--- src/rtl/io_reg_pkg.sv ---
package io_reg_pkg;
   localparam int BYTE_W   = 8;
   localparam int NUM_REGS = 8;
   localparam int OFF_W    = $clog2(NUM_REGS);
   localparam int SA_BYTES = 6;
   localparam int LANES    = 2;

   localparam logic [OFF_W-1:0] OFF_CTRL = 3'd6;
   localparam logic [OFF_W-1:0] OFF_VER  = 3'd7;

   typedef logic [BYTE_W-1:0] byte_t;

   function automatic logic [15:0] window_base(input logic [1:0] sel);
      return 16'h0300 + {2'b00, sel, 12'h000};
   endfunction
endpackage

--- src/rtl/io_addr_decode.sv ---
module io_addr_decode
   import io_reg_pkg::*;
#(
   parameter int ADDR_W = 16
) (
   input  logic [ADDR_W-1:0] addr,
   input  logic [1:0]        base_sel,
   output logic              hit,
   output logic [OFF_W-1:0]  offset
);
   localparam int TAG_W = ADDR_W - OFF_W;

   logic [15:0]      base;
   logic [TAG_W-1:0] base_tag;

   assign base = window_base(base_sel);

   generate
      if (ADDR_W > 16) begin : g_wide_addr
         assign base_tag = {{(ADDR_W-16){1'b0}}, base[15:OFF_W]};
      end else begin : g_std_addr
         assign base_tag = base[15:OFF_W];
      end
   endgenerate

   assign hit    = (addr[ADDR_W-1:OFF_W] == base_tag);
   assign offset = addr[OFF_W-1:0];
endmodule

--- src/rtl/io_ctrl_reg.sv ---
module io_ctrl_reg
   import io_reg_pkg::*;
#(
   parameter int CTRL_BITS = 4,
   parameter logic [CTRL_BITS-1:0] CTRL_RESET = 4'b0011
) (
   input  logic                    clk,
   input  logic                    rst_n,
   input  logic                    wr_en,
   input  logic                    wide,
   input  logic [OFF_W-1:0]        offset,
   input  logic [LANES*BYTE_W-1:0] wdata,
   output logic [CTRL_BITS-1:0]    ctrl_q
);
   logic [LANES-1:0]  lane_sel;
   byte_t             lane_data [LANES];
   logic [CTRL_BITS-1:0] next_val;

   genvar g;
   generate
      for (g = 0; g < LANES; g++) begin : g_lane
         logic [OFF_W:0] target;
         assign target       = {1'b0, offset} + (OFF_W+1)'(g);
         assign lane_data[g] = wdata[g*BYTE_W +: BYTE_W];
         if (g == 0) begin : g_low
            assign lane_sel[g] = (target == {1'b0, OFF_CTRL});
         end else begin : g_high
            assign lane_sel[g] = wide && (target == {1'b0, OFF_CTRL});
         end
      end
   endgenerate

   always_comb begin
      next_val = ctrl_q;
      for (int i = 0; i < LANES; i++) begin
         if (lane_sel[i]) next_val = lane_data[i][CTRL_BITS-1:0];
      end
   end

   always_ff @(posedge clk or negedge rst_n) begin
      if (!rst_n)     ctrl_q <= CTRL_RESET;
      else if (wr_en) ctrl_q <= next_val;
   end

   logic unused_bits;
   assign unused_bits = ^{lane_data[0][BYTE_W-1:CTRL_BITS],
                          lane_data[1][BYTE_W-1:CTRL_BITS]};
endmodule

--- src/rtl/io_read_mux.sv ---
module io_read_mux
   import io_reg_pkg::*;
#(
   parameter int CTRL_BITS = 4,
   parameter int STATUS_W  = 4,
   parameter logic [3:0] VERSION = 4'h3
) (
   input  logic                       rd_en,
   input  logic                       wide,
   input  logic [OFF_W-1:0]           offset,
   input  logic [SA_BYTES*BYTE_W-1:0] station_addr,
   input  logic [CTRL_BITS-1:0]       ctrl_q,
   input  logic [STATUS_W-1:0]        status_in,
   output logic [LANES*BYTE_W-1:0]    rdata
);
   genvar g;
   generate
      for (g = 0; g < LANES; g++) begin : g_lane
         logic [OFF_W:0] idx;
         byte_t          val;
         logic           lane_on;
         assign idx = {1'b0, offset} + (OFF_W+1)'(g);
         if (g == 0) begin : g_low
            assign lane_on = rd_en;
         end else begin : g_high
            assign lane_on = rd_en && wide;
         end

         always_comb begin
            val = 8'hFF;
            for (int k = 0; k < SA_BYTES; k++) begin
               if (idx == (OFF_W+1)'(k))
                  val = station_addr[(SA_BYTES-1-k)*BYTE_W +: BYTE_W];
            end
            if (idx == {1'b0, OFF_CTRL}) val = {status_in, ctrl_q};
            if (idx == {1'b0, OFF_VER})  val = {4'h0, VERSION};
         end

         assign rdata[g*BYTE_W +: BYTE_W] = lane_on ? val : '0;
      end
   endgenerate
endmodule

--- src/rtl/io_reg_bank.sv ---
module io_reg_bank
   import io_reg_pkg::*;
#(
   parameter int ADDR_W    = 16,
   parameter int CTRL_BITS = 4,
   parameter int STATUS_W  = 4,
   parameter logic [3:0] VERSION = 4'h3
) (
   input  logic                  clk,
   input  logic                  rst_n,
   input  logic [ADDR_W-1:0]     io_addr,
   input  logic                  io_rd,
   input  logic                  io_wr,
   input  logic                  io_wide,
   input  logic [15:0]           io_wdata,
   input  logic [1:0]            base_sel,
   input  logic [47:0]           station_addr,
   input  logic [STATUS_W-1:0]   status_in,
   output logic [15:0]           io_rdata,
   output logic                  io_hit,
   output logic [1:0]            bank_sel,
   output logic [CTRL_BITS-3:0]  mode_ctrl
);
   generate
      if (ADDR_W < 16) begin : g_bad_addr
         $error("io_reg_bank: ADDR_W must be at least 16");
      end
      if (CTRL_BITS + STATUS_W != BYTE_W) begin : g_bad_split
         $error("io_reg_bank: control and status widths must fill one byte");
      end
      if (CTRL_BITS < 3) begin : g_bad_ctrl
         $error("io_reg_bank: CTRL_BITS must leave room for mode bits");
      end
   endgenerate

   localparam logic [CTRL_BITS-1:0] CTRL_RESET = {{(CTRL_BITS-2){1'b0}}, 2'b11};

   logic [OFF_W-1:0]     offset;
   logic [CTRL_BITS-1:0] ctrl_q;

   io_addr_decode #(.ADDR_W(ADDR_W)) dec_i (
      .addr     (io_addr),
      .base_sel (base_sel),
      .hit      (io_hit),
      .offset   (offset)
   );

   io_ctrl_reg #(.CTRL_BITS(CTRL_BITS), .CTRL_RESET(CTRL_RESET)) ctrl_i (
      .clk    (clk),
      .rst_n  (rst_n),
      .wr_en  (io_wr && io_hit),
      .wide   (io_wide),
      .offset (offset),
      .wdata  (io_wdata),
      .ctrl_q (ctrl_q)
   );

   io_read_mux #(.CTRL_BITS(CTRL_BITS), .STATUS_W(STATUS_W), .VERSION(VERSION)) rmux_i (
      .rd_en        (io_rd && io_hit),
      .wide         (io_wide),
      .offset       (offset),
      .station_addr (station_addr),
      .ctrl_q       (ctrl_q),
      .status_in    (status_in),
      .rdata        (io_rdata)
   );

   assign bank_sel  = ctrl_q[1:0];
   assign mode_ctrl = ctrl_q[CTRL_BITS-1:2];
endmodule

--- config.mk ---
export PLATFORM = sky130hd
export DESIGN_NAME = io_reg_bank
export DESIGN_NICKNAME = d
export VERILOG_FILES = /design/src/rtl/io_reg_pkg.sv /design/src/rtl/io_addr_decode.sv /design/src/rtl/io_ctrl_reg.sv /design/src/rtl/io_read_mux.sv /design/src/rtl/io_reg_bank.sv
export SDC_FILE = /design/constraint.sdc
export NUM_CORES = 1
export LEC_CHECK = 0
export BUFFER_PORTS_ARGS = -buffer_cell sky130_fd_sc_hd__buf_2
export CORE_ASPECT_RATIO = 0.7
export CORE_MARGIN = 5
export CORE_UTILIZATION = 46
export CTS_BUF_LIST = sky130_fd_sc_hd__clkbuf_2 sky130_fd_sc_hd__clkbuf_4 sky130_fd_sc_hd__clkbuf_8
export CTS_CLUSTER_SIZE = 30
export DETAILED_ROUTE_END_ITERATION = 10
export GPL_TIMING_DRIVEN = 0
export HOLD_SLACK_MARGIN = 0.08
export PLACE_DENSITY_LB_ADDON = 0.15
export SKIP_CTS_REPAIR_TIMING = 1
export SYNTH_ARGS = -nofsm -noshare
export SYNTH_HDL_FRONTEND = slang
export SYNTH_SLANG_ARGS = --single-unit
--- constraint.sdc ---
create_clock -name clk -period 4.7 [get_ports clk]
set_input_delay 0 -clock clk [delete_from_list [all_inputs] [get_ports clk]]
set_output_delay 0 -clock clk [all_outputs]
set_load 0.01 [all_outputs]
==> summary.txt <==
Status -> finished, final reports clean
Period Utilization, post-route -> 0.662
Synth Instances -> 193
Worst-path clk slew -> 0.03 ns
Post-synth EDFFs -> 0
Synth unique cells -> 50
Largest area contributor in the netlist -> mux2i_1
# setup viols final -> 0
CP startpoint kind -> primary input
Nets@finish -> 395
Final Max Tran Viols -> 0
Area share of the largest cell type after synthesis -> 0.112
Die width -> 78.8 um
Clock share of power -> 0.270
CP Capture Type -> output port
Post-synthesis cell area -> 1520 um2
CTS tree -> yes
Part of the power in registers -> 0.131
Final Non-Filler Cells -> 338
Largest register by flop count -> ctrl_i.ctrl_q
Via Count -> 2081
Final Hold Fails -> 0
Power density over cell area -> 125 nW/um2
Crit-path max FO -> 10
Final clock skew -> 0 ns
Synth area leaders -> mux2i_1, nor2_1, nand2b_1, mux4_2, a22oi_1
P_int -> 168 uW
DRT iter0 DRCs -> 221
CP required -> 4.70 ns
Wire per inst -> 17.9 um
Slew at the pin closest to its max-slew limit -> 0.724 ns
Ys Warns -> 0
GRT Total Usage -> 0.258
Layout area overhead -> 40.3%
Die Y -> 58.2 um
Crit-path slowest cell -> clkbuf_1
Vias per inst -> 6.16
Ports -> 112
Num CTS Buffers -> 3
Util after Layout -> 0.675
Commonest non-fill, non-tap cell in the layout -> buf_2
DRT Wirelength -> 6040 um
Drt drc -> 0
Post-DRT Antenna Nets -> 0
Port bufs -> 103
Most used cell, CP -> buf_2
Syn Area/Cell -> 7.90 um2
Max-Cap Viols -> 0
Placed Area -> 2090 um2
Initial Utilization -> 0.481
Place WS -> 1.68 ns
Max reg flops -> 4
Max-slew headroom -> 0.516
DIE AREA -> 4580 um2
Global-route wire length before repair -> 9480 um
VDD IR-drop max -> 0.000124 V
RSZ-0062 raised after global routing -> false
Ys async rst share -> 1.00
CP max stage delay -> 0.44 ns
Ys flop type -> dfstp_2
Commonest non-fill, non-tap cells in the layout -> buf_2, nor2_1, mux2i_1
Hold crit path type -> primary input to async pin
Combinational power share -> 0.599
Core Area -> 3170 um2
GRT overflow -> 0
CP Buf/Inv Count -> 6
Switch Pwr -> 98.9 uW
Fin area -> 2140 um2
Clk buf depth -> 2
WS Path Type -> primary input to output port
Dpl hpwl -> 4750 um
Max Freq -> 0.321 GHz
H-tree depth -> 1
Critical Path AT -> 3.11 ns
Core Rows -> 17
Post-route minimum period -> 3.11 ns
Total leakage power -> 0.00107 uW
Dpl cells -> 334
Switch share -> 0.371
Layout cells sized above 1 -> 0.450
Initial antenna violation count -> 0
CP top delay family -> buffers and inverters
Clk_lat worst skew -> 0.22 ns
Regs by FF count -> ctrl_i.ctrl_q x4
# clock sinks -> 4
Routability congestion estimate -> 0.902
Syn_nets -> 286
Synthesized flop and latch total -> 4
Largest net degree at the start of global routing -> 11
Vias in the first global route -> 2003
Setup ws final -> 1.59 ns
Number of inserted diodes -> 0
Drt first pass iters -> 5
Setup_tns -> 0 ns
Post-synthesis sequential area ratio -> 0.0673
Root Buffer -> clkbuf_8
Cell breakdown of the critical path -> buf_2, clkbuf_1, clkbuf_1, and2_1, ha_1, buf_2, buf_2, o21a_1, nand4_1, a2111oi_0, buf_2
## cell type report
type,instances,area (um2)
Multi-Input combinational cell,164,1300
Fill cell,282,1030
Timing Repair Buffer,104,526
Sequential cell,4,103
Buffer,17,87.6
Tap cell,38,47.5
Clock buffer,3,41.3
Inverter,8,30.0
## path summary, 6_finish.rpt
| path | startpoint | endpoint | slack, ns | cells after the start |
|---|---|---|---|---|
| worst max register to register | ctrl_i.ctrl_q[3] | ctrl_i.ctrl_q[3] | 3.88 | 1 |
| worst min register to register | ctrl_i.ctrl_q[2] | ctrl_i.ctrl_q[2] | 0.60 | 1 |
| max in group asynchronous | rst_n | ctrl_i.ctrl_q[1] | 4.38 | 2 |
| worst max-delay path | io_addr[1] | io_rdata[13] | 1.59 | 11 |
| worst min-delay path | rst_n | ctrl_i.ctrl_q[3] | 0.11 | 2 |
| min in group clk | io_wdata[2] | ctrl_i.ctrl_q[2] | 0.14 | 3 |
## per-stage QoR
stage | hold WS, ns | total power [uW]
2_1_floorplan | -0.296 | 128
3_3_place_gp | -0.194 | 188
3_5_place_dp | -0.194 | 190
4_1_cts | -0.418 | 262
5_1_grt | 0.142 | 284
6_report | 0.115 | 267
## synth_stat cells (all sizes together) (4+ instances only)
library cell  count
a22oi             8
clkbuf            5
o2bb2ai           6
a211o             4
inv               8
mux2i            17
a21oi             7
buf              12
nor2             23
nand2b           12
o21ai             6
mux2             14
a2111oi           4
a221oi            6
nand3b            5
o32ai             5
nor4              6
nor2b             5
## routing by layer
layer / track usage / vias to the layer above / part of all wire
li1: - / 964 / -
met1: 0.387 / 951 / 0.44
met2: 0.397 / 156 / 0.44
met3: 0.0217 / 10 / 0.12
met4: 0.0623 / 0 / 0.0084
met5: 0 / - / 0
## cell families (layout without fill, tap and decap cells)
kind of cell             after synthesis  after routing  synth area share
AO/OA/AOI/OAI                         55             55             0.277
XOR/XNOR                               2              2            0.0115
adder cells (fa/ha/maj)                2              2            0.0164
buffers and inverters                 25            132            0.0772
flip-flops                             4              4            0.0673
multiplexers                          34             34             0.269
AND/OR/NAND/NOR                       71             71             0.282
## power groups by stage
stage	Clock [uW]	Combinational (uW)	Sequential, uW
2_1_floorplan	0	93.0	35.1
6_report	72.1	160	34.8
3_5_place_dp	0	155	35.1
4_1_cts	72.2	155	34.8
3_3_place_gp	0	153	35.1
5_1_grt	75.9	173	34.8
Power figures use the tool's default switching activity.
